## src/rtl/rmw_pkg.sv

```systemverilog
// Package: opcode and sequencer state encodings shared by the controller.
package rmw_pkg;
    typedef enum logic [2:0] {
        OP_LOAD  = 3'b000,
        OP_STORE = 3'b001,
        OP_SET   = 3'b010,
        OP_CLR   = 3'b011,
        OP_TAS   = 3'b100,
        OP_CAS   = 3'b101
    } rmw_op_e;

    typedef enum logic [2:0] {
        ST_IDLE,
        ST_READ,
        ST_CALC,
        ST_WRITE,
        ST_RESP
    } rmw_state_e;
endpackage

```

## src/rtl/rmw_arbiter.sv

```systemverilog
// Fixed-priority arbiter: the lowest-indexed valid requester wins.
// Assumes the sequencer only samples the result while idle (pick high).
module rmw_arbiter #(
    parameter int NREQ = 2,
    localparam int IW = (NREQ > 1) ? $clog2(NREQ) : 1
) (
    input  logic            clk,
    input  logic            rst_n,
    input  logic [NREQ-1:0] req_valid,
    input  logic            pick,
    output logic            gnt_valid,
    output logic [IW-1:0]   gnt_idx
);
    // Priority search from the highest index down, so index 0 ends on top.
    always_comb begin
        gnt_idx = '0;
        for (int k = NREQ - 1; k >= 0; k--) begin
            if (req_valid[k]) gnt_idx = IW'(k);
        end
    end

    assign gnt_valid = |req_valid;

    a_r9_prio_zero: assert property (@(posedge clk) disable iff (!rst_n)
        (pick && req_valid[0]) |-> (gnt_idx == '0));
endmodule

```

## src/rtl/rmw_alu.sv

```systemverilog
// Operation datapath: from the old word and the captured request fields,
// forms the write-back word, the write decision, the response word and
// the success flag. Purely combinational.
module rmw_alu
    import rmw_pkg::*;
#(
    parameter int DW = 32,
    localparam int LANES = DW / 8,
    localparam int LW = (LANES > 1) ? $clog2(LANES) : 1
) (
    input  logic [2:0]       op,
    input  logic [DW-1:0]    old_word,
    input  logic [DW-1:0]    wdata,
    input  logic [DW-1:0]    cmp,
    input  logic [LANES-1:0] be,
    input  logic [LW-1:0]    lane,
    output logic [DW-1:0]    new_word,
    output logic             do_write,
    output logic [DW-1:0]    rsp_word,
    output logic             ok
);
    logic [DW-1:0] be_mask;
    logic [DW-1:0] lane_mask;
    logic [7:0]    lane_byte;

    // Expand byte enables into a bit mask.
    for (genvar b = 0; b < LANES; b++) begin : g_bemask
        assign be_mask[b*8 +: 8] = {8{be[b]}};
    end

    assign lane_mask = DW'(8'hFF) << (lane * 8);
    assign lane_byte = 8'(old_word >> (lane * 8));

    // Per-opcode result selection.
    always_comb begin
        new_word = old_word;
        do_write = 1'b0;
        rsp_word = old_word;
        ok       = 1'b1;
        case (op)
            OP_STORE: begin
                new_word = (old_word & ~be_mask) | (wdata & be_mask);
                do_write = 1'b1;
            end
            OP_SET: begin
                new_word = old_word | wdata;
                do_write = 1'b1;
            end
            OP_CLR: begin
                new_word = old_word & ~wdata;
                do_write = 1'b1;
            end
            OP_TAS: begin
                new_word = old_word | lane_mask;
                do_write = 1'b1;
                rsp_word = DW'(lane_byte);
                ok       = (lane_byte != 8'hFF);
            end
            OP_CAS: begin
                new_word = wdata;
                do_write = (old_word == cmp);
                ok       = (old_word == cmp);
            end
            default: begin
                new_word = old_word;
            end
        endcase
    end
endmodule

```

## src/rtl/rmw_seq.sv

```systemverilog
// Lock sequencer: captures the granted request while idle, then steps
// through read, compute, write and respond. No other grant is taken
// until it is back in idle. Assumes memory returns data one cycle after
// mem_en.
module rmw_seq
    import rmw_pkg::*;
#(
    parameter int NREQ = 2,
    parameter int DW   = 32,
    parameter int AW   = 4,
    localparam int IW    = (NREQ > 1) ? $clog2(NREQ) : 1,
    localparam int LANES = DW / 8,
    localparam int LW    = (LANES > 1) ? $clog2(LANES) : 1
) (
    input  logic             clk,
    input  logic             rst_n,
    input  logic             gnt_valid,
    input  logic [IW-1:0]    gnt_idx,
    input  logic [2:0]       sel_op,
    input  logic [AW-1:0]    sel_addr,
    input  logic [DW-1:0]    sel_wdata,
    input  logic [DW-1:0]    sel_cmp,
    input  logic [LANES-1:0] sel_be,
    input  logic [LW-1:0]    sel_lane,
    input  logic [DW-1:0]    alu_new,
    input  logic             alu_wr,
    input  logic [DW-1:0]    alu_rsp,
    input  logic             alu_ok,
    output logic             pick,
    output logic [2:0]       cap_op,
    output logic [DW-1:0]    cap_wdata,
    output logic [DW-1:0]    cap_cmp,
    output logic [LANES-1:0] cap_be,
    output logic [LW-1:0]    cap_lane,
    output logic [NREQ-1:0]  rsp_valid,
    output logic [DW-1:0]    rsp_data,
    output logic             rsp_ok,
    output logic             mem_en,
    output logic             mem_we,
    output logic [AW-1:0]    mem_addr,
    output logic [DW-1:0]    mem_wdata
);
    rmw_state_e      state;
    logic [IW-1:0]   owner;
    logic [AW-1:0]   cap_addr;
    logic [DW-1:0]   new_q;
    logic [DW-1:0]   rsp_q;
    logic            wr_q;
    logic            ok_q;

    // State walk and capture of the request and the computed results.
    always_ff @(posedge clk) begin
        if (!rst_n) begin
            state     <= ST_IDLE;
            owner     <= '0;
            cap_op    <= '0;
            cap_addr  <= '0;
            cap_wdata <= '0;
            cap_cmp   <= '0;
            cap_be    <= '0;
            cap_lane  <= '0;
            new_q     <= '0;
            rsp_q     <= '0;
            wr_q      <= 1'b0;
            ok_q      <= 1'b0;
        end else begin
            case (state)
                ST_IDLE: begin
                    if (gnt_valid) begin
                        owner     <= gnt_idx;
                        cap_op    <= sel_op;
                        cap_addr  <= sel_addr;
                        cap_wdata <= sel_wdata;
                        cap_cmp   <= sel_cmp;
                        cap_be    <= sel_be;
                        cap_lane  <= sel_lane;
                        state     <= ST_READ;
                    end
                end
                ST_READ: state <= ST_CALC;
                ST_CALC: begin
                    new_q <= alu_new;
                    wr_q  <= alu_wr;
                    rsp_q <= alu_rsp;
                    ok_q  <= alu_ok;
                    state <= ST_WRITE;
                end
                ST_WRITE: state <= ST_RESP;
                default:  state <= ST_IDLE;
            endcase
        end
    end

    assign pick      = (state == ST_IDLE);
    assign mem_en    = (state == ST_READ);
    assign mem_we    = (state == ST_WRITE) && wr_q;
    assign mem_addr  = cap_addr;
    assign mem_wdata = new_q;
    assign rsp_data  = rsp_q;
    assign rsp_ok    = ok_q;

    // One response strobe per requester, raised only for the owner.
    for (genvar g = 0; g < NREQ; g++) begin : g_rsp
        assign rsp_valid[g] = (state == ST_RESP) && (owner == IW'(g));
    end

    a_r11_rsp_onehot: assert property (@(posedge clk) disable iff (!rst_n)
        $onehot0(rsp_valid));
    a_r11_rsp_pulse: assert property (@(posedge clk) disable iff (!rst_n)
        (rsp_valid != '0) |=> (rsp_valid == '0));
    a_r10_owner_held: assert property (@(posedge clk) disable iff (!rst_n)
        (state inside {ST_CALC, ST_WRITE, ST_RESP}) |-> $stable(owner));
    a_r10_write_after_read: assert property (@(posedge clk) disable iff (!rst_n)
        mem_we |-> ($past(mem_en, 2) && ($past(mem_addr, 2) == mem_addr)));
    a_r8_cas_nowrite: assert property (@(posedge clk) disable iff (!rst_n)
        (state == ST_WRITE && cap_op == 3'(OP_CAS) && !ok_q) |-> !mem_we);
    a_r1_quiet_idle: assert property (@(posedge clk) disable iff (!rst_n)
        (state == ST_IDLE) |-> (!mem_en && !mem_we && rsp_valid == '0));
endmodule

```

## src/rtl/rmw_ctrl.sv

```systemverilog
// Top: atomic read-modify-write controller for two requesters in front of
// a single-port word memory. Steers the granted request's fields into the
// lock sequencer and joins the datapath. Requesters hold their fields
// until their own response strobe.
module rmw_ctrl #(
    parameter int NREQ = 2,
    parameter int DW   = 32,
    parameter int AW   = 4,
    localparam int IW    = (NREQ > 1) ? $clog2(NREQ) : 1,
    localparam int LANES = DW / 8,
    localparam int LW    = (LANES > 1) ? $clog2(LANES) : 1
) (
    input  logic                       clk,
    input  logic                       rst_n,
    input  logic [NREQ-1:0]            req_valid,
    input  logic [NREQ-1:0][2:0]       req_op,
    input  logic [NREQ-1:0][AW-1:0]    req_addr,
    input  logic [NREQ-1:0][DW-1:0]    req_wdata,
    input  logic [NREQ-1:0][DW-1:0]    req_cmp,
    input  logic [NREQ-1:0][LANES-1:0] req_be,
    input  logic [NREQ-1:0][LW-1:0]    req_lane,
    output logic [NREQ-1:0]            rsp_valid,
    output logic [DW-1:0]              rsp_data,
    output logic                       rsp_ok,
    output logic                       mem_en,
    output logic                       mem_we,
    output logic [AW-1:0]              mem_addr,
    output logic [DW-1:0]              mem_wdata,
    input  logic [DW-1:0]              mem_rdata
);
    logic             pick, gnt_valid;
    logic [IW-1:0]    gnt_idx;
    logic [2:0]       cap_op;
    logic [DW-1:0]    cap_wdata, cap_cmp;
    logic [LANES-1:0] cap_be;
    logic [LW-1:0]    cap_lane;
    logic [DW-1:0]    alu_new, alu_rsp;
    logic             alu_wr, alu_ok;

    rmw_arbiter #(.NREQ(NREQ)) arb_i (
        .clk(clk), .rst_n(rst_n), .req_valid(req_valid), .pick(pick),
        .gnt_valid(gnt_valid), .gnt_idx(gnt_idx)
    );

    rmw_seq #(.NREQ(NREQ), .DW(DW), .AW(AW)) seq_i (
        .clk(clk), .rst_n(rst_n),
        .gnt_valid(gnt_valid), .gnt_idx(gnt_idx),
        .sel_op(req_op[gnt_idx]), .sel_addr(req_addr[gnt_idx]),
        .sel_wdata(req_wdata[gnt_idx]), .sel_cmp(req_cmp[gnt_idx]),
        .sel_be(req_be[gnt_idx]), .sel_lane(req_lane[gnt_idx]),
        .alu_new(alu_new), .alu_wr(alu_wr), .alu_rsp(alu_rsp), .alu_ok(alu_ok),
        .pick(pick), .cap_op(cap_op), .cap_wdata(cap_wdata), .cap_cmp(cap_cmp),
        .cap_be(cap_be), .cap_lane(cap_lane),
        .rsp_valid(rsp_valid), .rsp_data(rsp_data), .rsp_ok(rsp_ok),
        .mem_en(mem_en), .mem_we(mem_we), .mem_addr(mem_addr),
        .mem_wdata(mem_wdata)
    );

    rmw_alu #(.DW(DW)) alu_i (
        .op(cap_op), .old_word(mem_rdata), .wdata(cap_wdata), .cmp(cap_cmp),
        .be(cap_be), .lane(cap_lane),
        .new_word(alu_new), .do_write(alu_wr), .rsp_word(alu_rsp), .ok(alu_ok)
    );
endmodule

```

## config.mk

```make
export PLATFORM = sky130hd
export DESIGN_NAME = rmw_ctrl
export DESIGN_NICKNAME = d
export VERILOG_FILES = /design/src/rtl/rmw_pkg.sv /design/src/rtl/rmw_arbiter.sv /design/src/rtl/rmw_alu.sv /design/src/rtl/rmw_seq.sv /design/src/rtl/rmw_ctrl.sv
export SDC_FILE = /design/constraint.sdc
export NUM_CORES = 1
export LEC_CHECK = 0
export ABC_AREA = 1
export BUFFER_PORTS_ARGS = -buffer_cell sky130_fd_sc_hd__buf_4
export CORE_ASPECT_RATIO = 1.25
export CORE_UTILIZATION = 30
export CTS_BUF_LIST = sky130_fd_sc_hd__clkbuf_16
export DETAILED_ROUTE_END_ITERATION = 8
export GPL_TIMING_DRIVEN = 0
export MAX_ROUTING_LAYER = met4
export PLACE_DENSITY_LB_ADDON = 0.15
export SLEW_MARGIN = 10
export SYNTH_ARGS = -nofsm -noshare
export SYNTH_HDL_FRONTEND = slang
export SYNTH_HIERARCHICAL = 1
export SYNTH_SLANG_ARGS = --single-unit
```

## constraint.sdc

```tcl
create_clock -name clk -period 1.8 [get_ports clk]
set_input_delay 0 -clock clk [delete_from_list [all_inputs] [get_ports clk]]
set_output_delay 0 -clock clk [all_outputs]
set_load 0.01 [all_outputs]
```

==> out/results.txt <==
status: finished, final reports clean
max-cap violations: 0
Worst Hold Launch: req_wdata[60]
clock root buffer: clkbuf_16
clock share of power: 33.4%
Vias/cell: 4.427
clock slew seen by the registers of the worst setup and hold paths: 60 ps
normalized max-slew margin: 36.65%
final period utilization: 95.98%
GRT overflow: 0
crit path launch: seq_i/cap_op[2]
first-pass GRT wire length: 55.58 mm
Die Width: 160.9 µm
clock skew: 14.32 ps
pin count of the biggest net entering global routing: 17
crit path kind: reg -> reg
H-tree levels: 4
Tmin final: 1728 ps
vias in the first global route: 9844
core area: 30990 µm²
CP max FO: 10
Hold Path Class: in -> reg
Place WS: -250.9 ps
final routed DRC violation total: 0
placed insts: 2319
Reg power frac: 35.2%
Die Ht: 200.6 µm
power per cell area: 854.0 nW/µm²
initial antenna violation count: 0
Post-layout nets: 2166
Fmax: 578.8 MHz
syn avg cell area: 5.733 µm²
sw power: 3.818 mW
final cell count without fillers: 2396
PortBufs: 261
Final ANT Viol Nets: 0
Crit path arrival time: 2090 ps
detailed placement HPWL: 29.64 mm
worst endpoint required time: 2160 ps
Area Overhead vs Synth: 38.86%
share of layout cells above drive strength 1: 19.76%
Hold Vio Cnt, Final: 0
hold_ws: 9.969 ps
Leak: 7.085 nW
fillcell total: 3470
Final WS setup: 72.37 ps
RR Startpoint: seq_i/cap_op[2]
clk_lat worst skew: 440 ps
initial drt markers: 589
worst reg-to-reg setup slack: 70 ps
syn nets: 1841
routability cong.: 0.8984
Int Power: 7.407 mW
Slew @ Worst Pin: 950.2 ps
# IOs: 263
fin area: 13140 µm²
initial core utilization: 30.54%
CTS tree: yes
Slew Viols, Final: 0
Final setup viols: 0
RSZ-0062 raised after global routing: yes
Comb power frac: 31.4%
Sw Ratio: 34.01%
# rows: 72
antenna fix cells: 0
Warnings, synthesis: 6
startpoint types: flip-flop
CTS Buf Count: 17
routed len/inst: 15.20 µm
CP endpoint kind: flip-flop
clock sinks: 147
gr usage total: 23.23%
Die ar.: 32270 µm²
dpl cell area: 11930 µm²
Routed WL: 36.42 mm
routed vias: 10610
Syn Inst Count: 1651
Post-Syn Area: 9465 µm²
drt first pass iters: 5
CTS max path bufs: 2
Peak supply drop: 0.6026 mV
==> power by group through the flow <==
stage	clock network [mW]	logic (mW)	registers (mW)
floorplan	0	2.05	3.97
global placement	0	3.33	4.01
detailed placement	0	3.34	4.02
CTS	3.83	3.46	3.95
global route	3.98	3.96	4.00
finish	3.75	3.52	3.95
==> worst max-delay path: stages, from the launching register on <==
cell and delay (ps):
dfxtp_1 340, buf_4 200, nand3_4 190, nor2_2 270, inv_1 190, o2111ai_1 190, o21ai_1 130, nor2_1 140
==> cell type report <==
type | instances | area (µm²) | area share, %
clock inverter | 15 | 188.9 | 1.437
inverter | 292 | 1105 | 8.405
timing repair buffer | 306 | 2405 | 18.30
sequential | 147 | 2955 | 22.48
tap | 407 | 509.2 | 3.874
multi-input combinational | 1117 | 5034 | 38.30
clock buffer | 17 | 425.4 | 3.237
buffer | 95 | 521.8 | 3.970
==> timing repair <==
action                                  in CTS  in global routing
setup buffers                                0                  7
gates cloned                                 0                  0
pin swaps                                    0                  9
endpoints found under the setup margin      22                 43
hold endpoints to repair                    27                  0
hold buffers                                39                  0
resized for setup                           21                 38
==> worst paths after layout <==
| path | end | cells after the start |
|---|---|---|
| worst max-delay path | seq_i/mem_wdata[31] | 7 |
| worst min-delay path | seq_i/cap_wdata[28] | 7 |
| worst max register to register | seq_i/mem_wdata[31] | 7 |
| worst min register to register | seq_i/rsp_data[10] | 2 |
==> stage by stage <==
step	utilization (%)	setup TNS (ps)	power [mW]
detailed placement	38.51	-2022	7.359
global placement	38.51	-2084	7.336
global route	42.41	-58.53	11.94
CTS	41.93	-9.008	11.24
finish	42.41	0	11.22
floorplan	-	0	6.013
==> sequential cells by signal, summed over array words and instances (netlist names) <==
signal	flops
seq_i/cap_cmp	32
seq_i/cap_wdata	32
seq_i/mem_wdata	32
seq_i/rsp_data	32
seq_i/cap_be	4
seq_i/mem_addr	4
seq_i/cap_op	3
seq_i/state	3
seq_i/cap_lane	2
seq_i/owner	1
seq_i/rsp_ok	1
seq_i/wr_q	1
==> placed cells by master (no fill, tap or decap), types with 24 or more instances in the layout <==
cell / n
buf_4: 275
nor2_1: 267
nand2_1: 534
buf_2: 24
dfxtp_1: 143
clkbuf_1: 46
dlygate4sd3_1: 38
nand4_1: 88
o21ai_0: 98
inv_1: 281
==> metal layers <==
metal  routed length [µm]  part of all wire [%]  track usage (%)  vias up
met5                    0                     0                -        -
met4                  529                   1.5            6.334        0
met3                 1319                   3.6            2.789       25
met2                17920                    49            39.50      274
met1                16650                    46            28.77     4637
li1                     -                     -                -     5670
Power figures use the tool's default switching activity.
